File: src/rtl/crc_sel_pkg.sv
package crc_sel_pkg;
  localparam int POLY_COUNT = 10;
  localparam int POLY_WIDTH = 32;
  // Entry i sits at bits [i*32 +: 32]; code 0 is the lowest field.
  localparam logic [POLY_COUNT*POLY_WIDTH-1:0] DEFAULT_POLYS = {
    32'hC7A9CF8D, 32'hC7DCACA5, 32'hA58B5D9B, 32'h93A5A6DD, 32'h8A6C8B65,
    32'hF76D83AD, 32'hA39431B7, 32'hDACEC37F, 32'hF6D15C19, 32'hFA8FC37F
  };
endpackage

File: src/rtl/crc_xor_array.sv
module crc_xor_array #(
  parameter int CRC_W   = 32,
  parameter int SLICE_W = 8,
  parameter logic [CRC_W-1:0] POLY = '0
) (
  input  logic [CRC_W-1:0]   cur,
  input  logic [SLICE_W-1:0] slice,
  output logic [CRC_W-1:0]   nxt
);
  // Unrolled bit-serial division; synthesis flattens it into an XOR network.
  function automatic logic [CRC_W-1:0] fold_slice(input logic [CRC_W-1:0] r,
                                                  input logic [SLICE_W-1:0] d);
    logic [CRC_W-1:0] t;
    logic             fb;
    t = r;
    for (int i = SLICE_W - 1; i >= 0; i--) begin
      fb = t[CRC_W-1] ^ d[i];
      t  = (t << 1) ^ (fb ? POLY : '0);
    end
    return t;
  endfunction

  assign nxt = fold_slice(cur, slice);
endmodule

File: src/rtl/crc_mux_tree.sv
module crc_mux_tree #(
  parameter int W     = 32,
  parameter int N     = 10,
  parameter int SEL_W = 4
) (
  input  logic [N*W-1:0]   leaves,
  input  logic [SEL_W-1:0] sel,
  output logic [W-1:0]     out
);
  localparam int LEAVES = 1 << SEL_W;
  localparam int NODES  = 2 * LEAVES - 1;

  // Heap layout: node 0 is the root, leaves start at LEAVES-1.
  logic [W-1:0] node [NODES];

  for (genvar i = 0; i < LEAVES; i++) begin : g_leaf
    if (i < N) begin : g_used
      assign node[LEAVES-1+i] = leaves[i*W +: W];
    end else begin : g_pad
      assign node[LEAVES-1+i] = '0;
    end
  end

  // The leaf level is steered by sel[0], which pairs code 2k with 2k+1.
  for (genvar lvl = 0; lvl < SEL_W; lvl++) begin : g_lvl
    for (genvar p = 0; p < (1 << lvl); p++) begin : g_node
      assign node[(1<<lvl)-1+p] = sel[SEL_W-1-lvl] ? node[(1<<(lvl+1))-1+2*p+1]
                                                   : node[(1<<(lvl+1))-1+2*p];
    end
  end

  assign out = node[0];
endmodule

File: src/rtl/poly_crc_engine.sv
module poly_crc_engine #(
  parameter int CRC_W   = 32,
  parameter int SLICE_W = 8,
  parameter int WORD_W  = 32,
  parameter int NPOLY   = crc_sel_pkg::POLY_COUNT,
  parameter int SEL_W   = 4,
  parameter logic [NPOLY*CRC_W-1:0] POLYS = crc_sel_pkg::DEFAULT_POLYS
) (
  input  logic               clk,
  input  logic               rst_n,
  input  logic               start,
  input  logic [SEL_W-1:0]   poly_sel,
  input  logic [SLICE_W-1:0] din,
  input  logic               din_valid,
  output logic [CRC_W-1:0]   crc,
  output logic               done,
  output logic               sel_err
);
  localparam int SLICES = WORD_W / SLICE_W;
  localparam int CNT_W  = (SLICES > 1) ? $clog2(SLICES) : 1;
  localparam logic [CNT_W-1:0] LAST_CNT  = CNT_W'(SLICES - 1);
  localparam logic [SEL_W-1:0] SEL_LIMIT = SEL_W'(NPOLY);

  logic [CRC_W-1:0] crc_q;
  logic [SEL_W-1:0] sel_q;
  logic [CNT_W-1:0] cnt_q;
  logic             busy_q, done_q, err_q;

  // Candidate next remainders, one per polynomial.
  logic [NPOLY*CRC_W-1:0] cand;
  logic [CRC_W-1:0]       picked;

  for (genvar g = 0; g < NPOLY; g++) begin : g_arr
    crc_xor_array #(
      .CRC_W  (CRC_W),
      .SLICE_W(SLICE_W),
      .POLY   (POLYS[g*CRC_W +: CRC_W])
    ) u_arr (
      .cur  (crc_q),
      .slice(din),
      .nxt  (cand[g*CRC_W +: CRC_W])
    );
  end

  crc_mux_tree #(.W(CRC_W), .N(NPOLY), .SEL_W(SEL_W)) u_tree (
    .leaves(cand),
    .sel   (sel_q),
    .out   (picked)
  );

  // Named events, shared by the control logic and the assertions.
  logic sel_legal, slice_take, word_end, start_ok, start_bad;
  assign sel_legal  = poly_sel < SEL_LIMIT;
  assign slice_take = busy_q && din_valid && !start;
  assign word_end   = slice_take && (cnt_q == LAST_CNT);
  assign start_ok   = start && sel_legal;
  assign start_bad  = start && !sel_legal;

  always_ff @(posedge clk) begin
    if (!rst_n) begin
      crc_q  <= '0;
      sel_q  <= '0;
      cnt_q  <= '0;
      busy_q <= 1'b0;
      done_q <= 1'b0;
      err_q  <= 1'b0;
    end else begin
      done_q <= word_end;
      if (start) begin
        err_q  <= !sel_legal;
        cnt_q  <= '0;
        busy_q <= sel_legal;
        if (sel_legal) begin
          crc_q <= '0;
          sel_q <= poly_sel;
        end
      end else if (slice_take) begin
        crc_q <= picked;
        if (word_end) begin
          cnt_q  <= '0;
          busy_q <= 1'b0;
        end else begin
          cnt_q <= cnt_q + 1'b1;
        end
      end
    end
  end

  assign crc     = crc_q;
  assign done    = done_q;
  assign sel_err = err_q;

  // Assertions
  p_done_single_r5: assert property (@(posedge clk) disable iff (!rst_n)
    done |=> !done);
  p_done_after_slice_r5: assert property (@(posedge clk) disable iff (!rst_n)
    done |-> $past(din_valid && busy_q && !start));
  p_start_clears_r2: assert property (@(posedge clk) disable iff (!rst_n)
    start_ok |=> (crc == '0) && !sel_err);
  p_bad_sel_r8: assert property (@(posedge clk) disable iff (!rst_n)
    start_bad |=> sel_err && $stable(crc));
  p_idle_hold_r6: assert property (@(posedge clk) disable iff (!rst_n)
    (!start && !busy_q) |=> $stable(crc));
  p_gap_hold_r7: assert property (@(posedge clk) disable iff (!rst_n)
    (!start && !din_valid) |=> $stable(crc) && !done);
endmodule

File: config.mk
export PLATFORM = sky130hd
export DESIGN_NAME = poly_crc_engine
export DESIGN_NICKNAME = d
export VERILOG_FILES = /design/src/rtl/crc_sel_pkg.sv /design/src/rtl/crc_xor_array.sv /design/src/rtl/crc_mux_tree.sv /design/src/rtl/poly_crc_engine.sv
export SDC_FILE = /design/constraint.sdc
export NUM_CORES = 1
export LEC_CHECK = 0
export BUFFER_PORTS_ARGS = -buffer_cell sky130_fd_sc_hd__buf_2
export CORE_UTILIZATION = 50
export DETAILED_ROUTE_END_ITERATION = 10
export PLACE_DENSITY = 0.8
export SLEW_MARGIN = 40
export SYNTH_ARGS = -nofsm -noshare
export SYNTH_HDL_FRONTEND = slang
export SYNTH_HIERARCHICAL = 1
export SYNTH_SLANG_ARGS = --single-unit
File: constraint.sdc
create_clock -name clk -period 3.5 [get_ports clk]
set_clock_uncertainty 0.15 [all_clocks]
set_input_delay 0.7 -clock clk [delete_from_list [all_inputs] [get_ports clk]]
set_output_delay 0.7 -clock clk [all_outputs]
set_load 0.01 [all_outputs]
==> out/metrics.csv, run 1 <==
metric,value,unit
area_grow_syn2layout,22.34,%
timing.rr.start,crc[29]$_SDFFE_PN0P_,
netlist-cell-type-count,45,
ant_nets,0,
finalHoldViolCount,0,
layoutNonFillerInstCount,1919,
cts_post_setup_buffers_inserted,0,
worst_slack,178.9,ps
holdCritStartpoint,cnt_q[1]$_SDFFE_PP0P_,
initial_core_util,0.5133,
crit_type,flop to flop,
grt_start_max_net_pins,57,
clk_transition_reported_paths,70,ps
detailedPlacementHpwl,40710,µm
postSynth.topFlopCell,sky130_fd_sc_hd__dfxtp_1,
grt-ovfl-total,0,
dp.cells,1911,
worst-endpoint-arrival,3330,ps
groute.usage.overall,0.3565,
critPathCaptureType,flop,
antenna_violations_before_repair,1,
insertedDiodeCount,0,
final_layout_size_suffix_gt1_frac,0.4454,
design.die.area,28500,µm²
fillCellCount,2184,
drc,0,
core-area,27100,µm²
cts_max_level,2,
synthesis.area,13910,µm²
detail_route.wirelength,50130,µm
hold_buffers,0,
setup_tns,0,ps
number_of_global_route_vias_before_repair,10940,
timing_max_transition_violations_final,0,
max_cap_viol_count,0,
run_status,"finished, final reports clean",
synth_fp_nets,1241,
grt_first_pass_wirelength,72820,µm
post-layout-total-power,7.021,mW
floorplan.rows,60,
detail_routed_net_length_per_standard_cell,26.12,µm
io_pins,50,
synth_seq_area_share,0.05900,
pwr_density_cell,412.5,nW/µm²
postSynthAreaPerCell,11.37,µm²
clockRootBuffer,sky130_fd_sc_hd__clkbuf_16,
relSlewSlack,0.3955,
unrepaired_setup_endpoints_after_global_routing,no,
final-setup-viol-count,0,
critical_path.startpoint_type,flop,
worst_skew_pair_later_pin_latency,300,ps
most-common-layout-cells,"sky130_fd_sc_hd__xnor2_1 (414), sky130_fd_sc_hd__buf_4 (302), sky130_fd_sc_hd__xor2_1 (107)",
floorplan.die.width,168.8,µm
initialDrtViolationCount,1247,
num-nets-final,1563,
clockBufferDepth,2,
number_of_iterations_in_the_first_detailed_routing_pass,6,
cp-startpoint,crc[29]$_SDFFE_PN0P_,
dr_total_vias,10960,
cts_buffers,5,
peakVddDrop,0.2901,mV
crit_required,3510,ps
period_minus_slack,3321,ps
cts-resized-gates,0,
max_freq,301.1,MHz
register_bit_total_from_synthesis,41,
finalWeightedCongestion,1.077,
dpl_worst_slack,-64.42,ps
hp-class,flop to flop,
final_min_period_over_clock_period,0.9489,
synth_async_sr_flop_share,0,
die-height,168.8,µm
layout.cells.most_common,sky130_fd_sc_hd__xnor2_1,
synth.yosys.warnings,6,
cts_tree,done,
synth_enable_flop_cells,0,
cp_max_fo,8,
worst_pin_slew,905.5,ps
portBuffers,49,
drt-vias-per-instance,5.711,
synth_cells,1224,
power_leakage,7.222,nW
cts_num_sinks,41,
holdWs,313.2,ps
[where the power goes]
part / switching (mW) / internal [mW] / total (mW)
clock network: 0.228 / 0.269 / 0.497
registers: 0.0553 / 0.481 / 0.537
logic: 2.69 / 3.29 / 5.99
[critical path, cell delays in order, from the launching register on]
cell and delay (ps):
sky130_fd_sc_hd__dfxtp_2 640, sky130_fd_sc_hd__xnor2_2 210, sky130_fd_sc_hd__xor3_2 530, sky130_fd_sc_hd__xnor3_2 410
sky130_fd_sc_hd__buf_4 170, sky130_fd_sc_hd__xnor2_1 160, sky130_fd_sc_hd__mux4_2 490, sky130_fd_sc_hd__nor2_1 140
sky130_fd_sc_hd__o31ai_2 90, sky130_fd_sc_hd__nand2_1 100, sky130_fd_sc_hd__o22ai_2 80
[per-layer routing]
| layer | GRT usage | up-vias | wire [µm] |
|---|---|---|---|
| met5 | 0 | - | 13 |
| met2 | 0.5474 | 657 | 22040 |
| met3 | 0.08253 | 156 | 5361 |
| met4 | 0.1949 | 2 | 3223 |
| met1 | 0.4641 | 5323 | 19490 |
| li1 | - | 4821 | - |
[registers in the layout (all words and copies together) (netlist names)]
name,cells
crc,32
sel_q,4
cnt_q,2
busy_q,1
done,1
sel_err,1
[stage by stage]
step                instance area (µm²)  utilization
floorplan                         13920            -
global placement                  16860       0.6221
detailed placement                16870       0.6225
CTS                               17020       0.6280
global route                      17020       0.6280
finish                            17020       0.6280
[area by class of cell]
cell class / instances / area [µm²] / area share
inverters: 4 / 16.27 / 0.0009557
multi-input cells: 1127 / 12730 / 0.7480
clock inverters: 3 / 25.02 / 0.001470
repair buffers: 367 / 2824 / 0.1659
flip-flops and latches: 41 / 833.3 / 0.04896
well taps: 372 / 465.4 / 0.02735
clock buffers: 5 / 125.1 / 0.007351
[cell usage after synthesis (2+ instances only)]
cell type / count / area [µm²]
sky130_fd_sc_hd__a21bo_2: 2 / 20.02
sky130_fd_sc_hd__a21boi_0: 3 / 22.52
sky130_fd_sc_hd__a21oi_1: 2 / 10.01
sky130_fd_sc_hd__buf_1: 3 / 11.26
sky130_fd_sc_hd__buf_12: 3 / 60.06
sky130_fd_sc_hd__buf_2: 16 / 80.08
sky130_fd_sc_hd__buf_4: 9 / 67.56
sky130_fd_sc_hd__buf_6: 4 / 45.04
sky130_fd_sc_hd__buf_8: 2 / 30.03
sky130_fd_sc_hd__clkbuf_1: 15 / 56.30
sky130_fd_sc_hd__dfxtp_1: 41 / 820.8
sky130_fd_sc_hd__inv_1: 3 / 11.26
sky130_fd_sc_hd__mux2_2: 96 / 1081
sky130_fd_sc_hd__mux2i_1: 2 / 20.02
sky130_fd_sc_hd__mux4_2: 32 / 720.7
sky130_fd_sc_hd__nand2_1: 106 / 397.9
sky130_fd_sc_hd__nor2_1: 38 / 142.6
sky130_fd_sc_hd__o21ai_0: 2 / 10.01
sky130_fd_sc_hd__o22ai_1: 35 / 219.0
sky130_fd_sc_hd__o22ai_2: 29 / 362.9
sky130_fd_sc_hd__o31ai_1: 12 / 90.09
sky130_fd_sc_hd__o31ai_2: 20 / 250.2
sky130_fd_sc_hd__xnor2_1: 414 / 3626
sky130_fd_sc_hd__xnor2_2: 52 / 845.8
sky130_fd_sc_hd__xnor2_4: 27 / 743.2
sky130_fd_sc_hd__xnor3_1: 68 / 1531
sky130_fd_sc_hd__xnor3_2: 16 / 380.4
sky130_fd_sc_hd__xnor3_4: 5 / 131.4
sky130_fd_sc_hd__xor2_1: 107 / 937.2
sky130_fd_sc_hd__xor2_2: 12 / 195.2
sky130_fd_sc_hd__xor2_4: 6 / 165.2
sky130_fd_sc_hd__xor3_1: 25 / 594.3
sky130_fd_sc_hd__xor3_2: 5 / 125.1
[cell families after synthesis]
group | synth area share
mux | 0.1309
buf+inv | 0.02635
flops | 0.05900
xor+xnor | 0.6667
compound gates | 0.07186
simple gates | 0.04425
fa+ha+maj | 0.0008992
[worst paths after layout]
| kind | endpoint | slack [ps] | cells after the start |
|---|---|---|---|
| setup reg to reg | crc[17]$_SDFFE_PN0P_ | 180 | 10 |
| setup / recovery | crc[17]$_SDFFE_PN0P_ | 180 | 10 |
| hold / removal | cnt_q[1]$_SDFFE_PP0P_ | 310 | 2 |
| hold reg to reg | cnt_q[1]$_SDFFE_PP0P_ | 310 | 2 |
No activity file was read; power rests on OpenSTA's default activity.
==> run 2: changes to the inputs <==
--- a/config.mk
+++ b/config.mk
@@ -10,3 +10,3 @@
 export DETAILED_ROUTE_END_ITERATION = 10
-export PLACE_DENSITY = 0.8
+export PLACE_DENSITY = 0.78
 export SLEW_MARGIN = 40
==> constraint.sdc (replaced) <==
create_clock -name clk -period 4.2 [get_ports clk]
set_clock_uncertainty 0.15 [all_clocks]
set_input_delay 0.21 -clock clk [delete_from_list [all_inputs] [get_ports clk]]
set_output_delay 0.21 -clock clk [all_outputs]
set_load 0.01 [all_outputs]
==> out/metrics.csv, run 2 (synthesized netlist as in run 1, its figures left out) <==
metric,value,unit
run_status,"finished, final reports clean",
holdCritStartpoint,poly_sel[0],
num-nets-final,1309,
r2r_cells,10,
finalHoldViolCount,0,
cts-resized-gates,0,
area_grow_syn2layout,7.770,%
finalWeightedCongestion,1.049,
grt-ovfl-total,0,
final_area,14990,µm²
pwr_density_cell,350.8,nW/µm²
groute.usage.overall,0.3375,
cp_max_fo,8,
floorplan.rows,60,
most-common-layout-cells,"sky130_fd_sc_hd__xnor2_1 (414), sky130_fd_sc_hd__xor2_1 (107), sky130_fd_sc_hd__nand2_1 (106)",
io_pins,50,
floorplan.die.width,168.8,µm
dr_total_vias,9939,
core-area,27100,µm²
relSlewSlack,0.3750,
portBuffers,49,
cts_buffers,5,
grt_first_pass_wirelength,69010,µm
postPlaceCellArea,14810,µm²
timing.rr.start,crc[28]$_SDFFE_PN0P_,
detailedPlacementHpwl,36710,µm
clockRootBuffer,sky130_fd_sc_hd__clkbuf_16,
detail_routed_net_length_per_standard_cell,28.31,µm
timing_max_transition_violations_final,0,
clk_transition_reported_paths,70,ps
unrepaired_setup_endpoints_after_global_routing,no,
hold_path_depth,3,
setup_tns,0,ps
drc,0,
cts_post_setup_buffers_inserted,0,
dp.cells,1656,
power_leakage,5.951,nW
cts_max_level,2,
crit_type,flop to flop,
peakVddDrop,0.2111,mV
max_freq,274.0,MHz
final-setup-viol-count,0,
number_of_iterations_in_the_first_detailed_routing_pass,5,
final_layout_size_suffix_gt1_frac,0.3333,
layoutNonFillerInstCount,1665,
grt_start_max_net_pins,66,
initialDrtViolationCount,1374,
final_min_period_over_clock_period,0.8688,
largest_register_ffs,32,
hold_buffers,0,
drt-vias-per-instance,5.969,
insertedDiodeCount,0,
clockBufferDepth,2,
critical_path.startpoint_type,flop,
fillCellCount,2413,
period_minus_slack,3649,ps
cts_num_sinks,41,
hp-class,input pin to flop,
initial_core_util,0.5133,
die-height,168.8,µm
number_of_global_route_vias_before_repair,9755,
antenna_violations_before_repair,1,
worst_pin_slew,936.3,ps
reg2reg_setup_slack,550,ps
worst-endpoint-arrival,3670,ps
design.die.area,28500,µm²
critPathCaptureType,flop,
crit_required,4220,ps
detail_route.wirelength,47130,µm
regToRegEndpoint,crc[5]$_SDFFE_PN0P_,
cts_tree,done,
worst_skew_pair_later_pin_latency,300,ps
layout.cells.most_common,sky130_fd_sc_hd__xnor2_1,
whs_endpoint,sel_q[0]$_SDFFE_PN0P_,
max_cap_viol_count,0,
ant_nets,0,
-- run 2: cell types whose count changed in the layout (fill, tap and decap cells not counted) --
| cell | previous run | this run |
|---|---|---|
| sky130_fd_sc_hd__buf_4 | 302 | 59 |
| sky130_fd_sc_hd__buf_12 | 15 | 5 |
| sky130_fd_sc_hd__dfxtp_1 | 33 | 36 |
| sky130_fd_sc_hd__dfxtp_2 | 7 | 4 |
| sky130_fd_sc_hd__buf_6 | 1 | 0 |
| sky130_fd_sc_hd__clkbuf_1 | 0 | 1 |
| sky130_fd_sc_hd__clkbuf_16 | 5 | 6 |
| sky130_fd_sc_hd__clkinvlp_4 | 1 | 0 |
| sky130_fd_sc_hd__inv_6 | 1 | 0 |
-- run 2: cell type report --
class / instances / area (µm²) / share of cell area
Tap cell: 372 / 465.4 / 0.03104
Multi-Input combinational cell: 1127 / 12730 / 0.8491
Clock inverter: 1 / 8.758 / 0.0005842
Clock buffer: 7 / 153.9 / 0.01026
Timing Repair Buffer: 113 / 788.3 / 0.05257
Inverter: 4 / 16.27 / 0.001085
Sequential cell: 41 / 829.5 / 0.05533
-- run 2: power breakdown --
group          switching (mW)  total [mW]  internal (mW)  leakage, nW
clock network           0.185       0.444          0.259       0.0792
logic                    2.07        4.37           2.30         5.54
registers              0.0437       0.445          0.401        0.335
-- run 2: worst max-delay path, stage by stage (launching register included) --
cell and delay [ps]:
sky130_fd_sc_hd__dfxtp_2 600, sky130_fd_sc_hd__buf_4 360, sky130_fd_sc_hd__xnor2_2 250, sky130_fd_sc_hd__xor2_1 340, sky130_fd_sc_hd__xor3_1 580, sky130_fd_sc_hd__xnor2_1 170
sky130_fd_sc_hd__mux2_2 280, sky130_fd_sc_hd__o22ai_1 460, sky130_fd_sc_hd__o31ai_1 130, sky130_fd_sc_hd__nand2_1 100, sky130_fd_sc_hd__o22ai_2 90
-- run 2: how the worst max path moves through the flow --
stage	start	to	slack, ps	cells past startpoint
2_1_floorplan	crc[31]$_SDFFE_PN0P_	crc[23]$_SDFFE_PN0P_	250	9
3_3_place_gp	din[3]	crc[23]$_SDFFE_PN0P_	660	10
3_5_place_dp	crc[31]$_SDFFE_PN0P_	crc[23]$_SDFFE_PN0P_	640	9
4_1_cts	crc[31]$_SDFFE_PN0P_	crc[23]$_SDFFE_PN0P_	640	9
5_1_grt	crc[28]$_SDFFE_PN0P_	crc[5]$_SDFFE_PN0P_	460	10
6_report	crc[28]$_SDFFE_PN0P_	crc[5]$_SDFFE_PN0P_	550	10
-- run 2: through the flow --
step                      hold slack (ps)  power [mW]  setup slack (ps)  utilization
after floorplan                     198.8       3.811             254.2            -
after detailed placement            308.2       4.710             643.8       0.5464
after CTS                           2.020       5.176             639.8       0.5524
final                               2.084       5.260             551.0       0.5532
after global routing                34.84       5.478             463.2       0.5532
after global placement              297.2       4.674             661.6       0.5458
-- run 2: routing by layer --
metal  global-route usage  wire [µm]
met2               0.5014      20230
met4               0.1759       2802
met1               0.4718      18990
met3              0.05424       5098
met5                    0         12
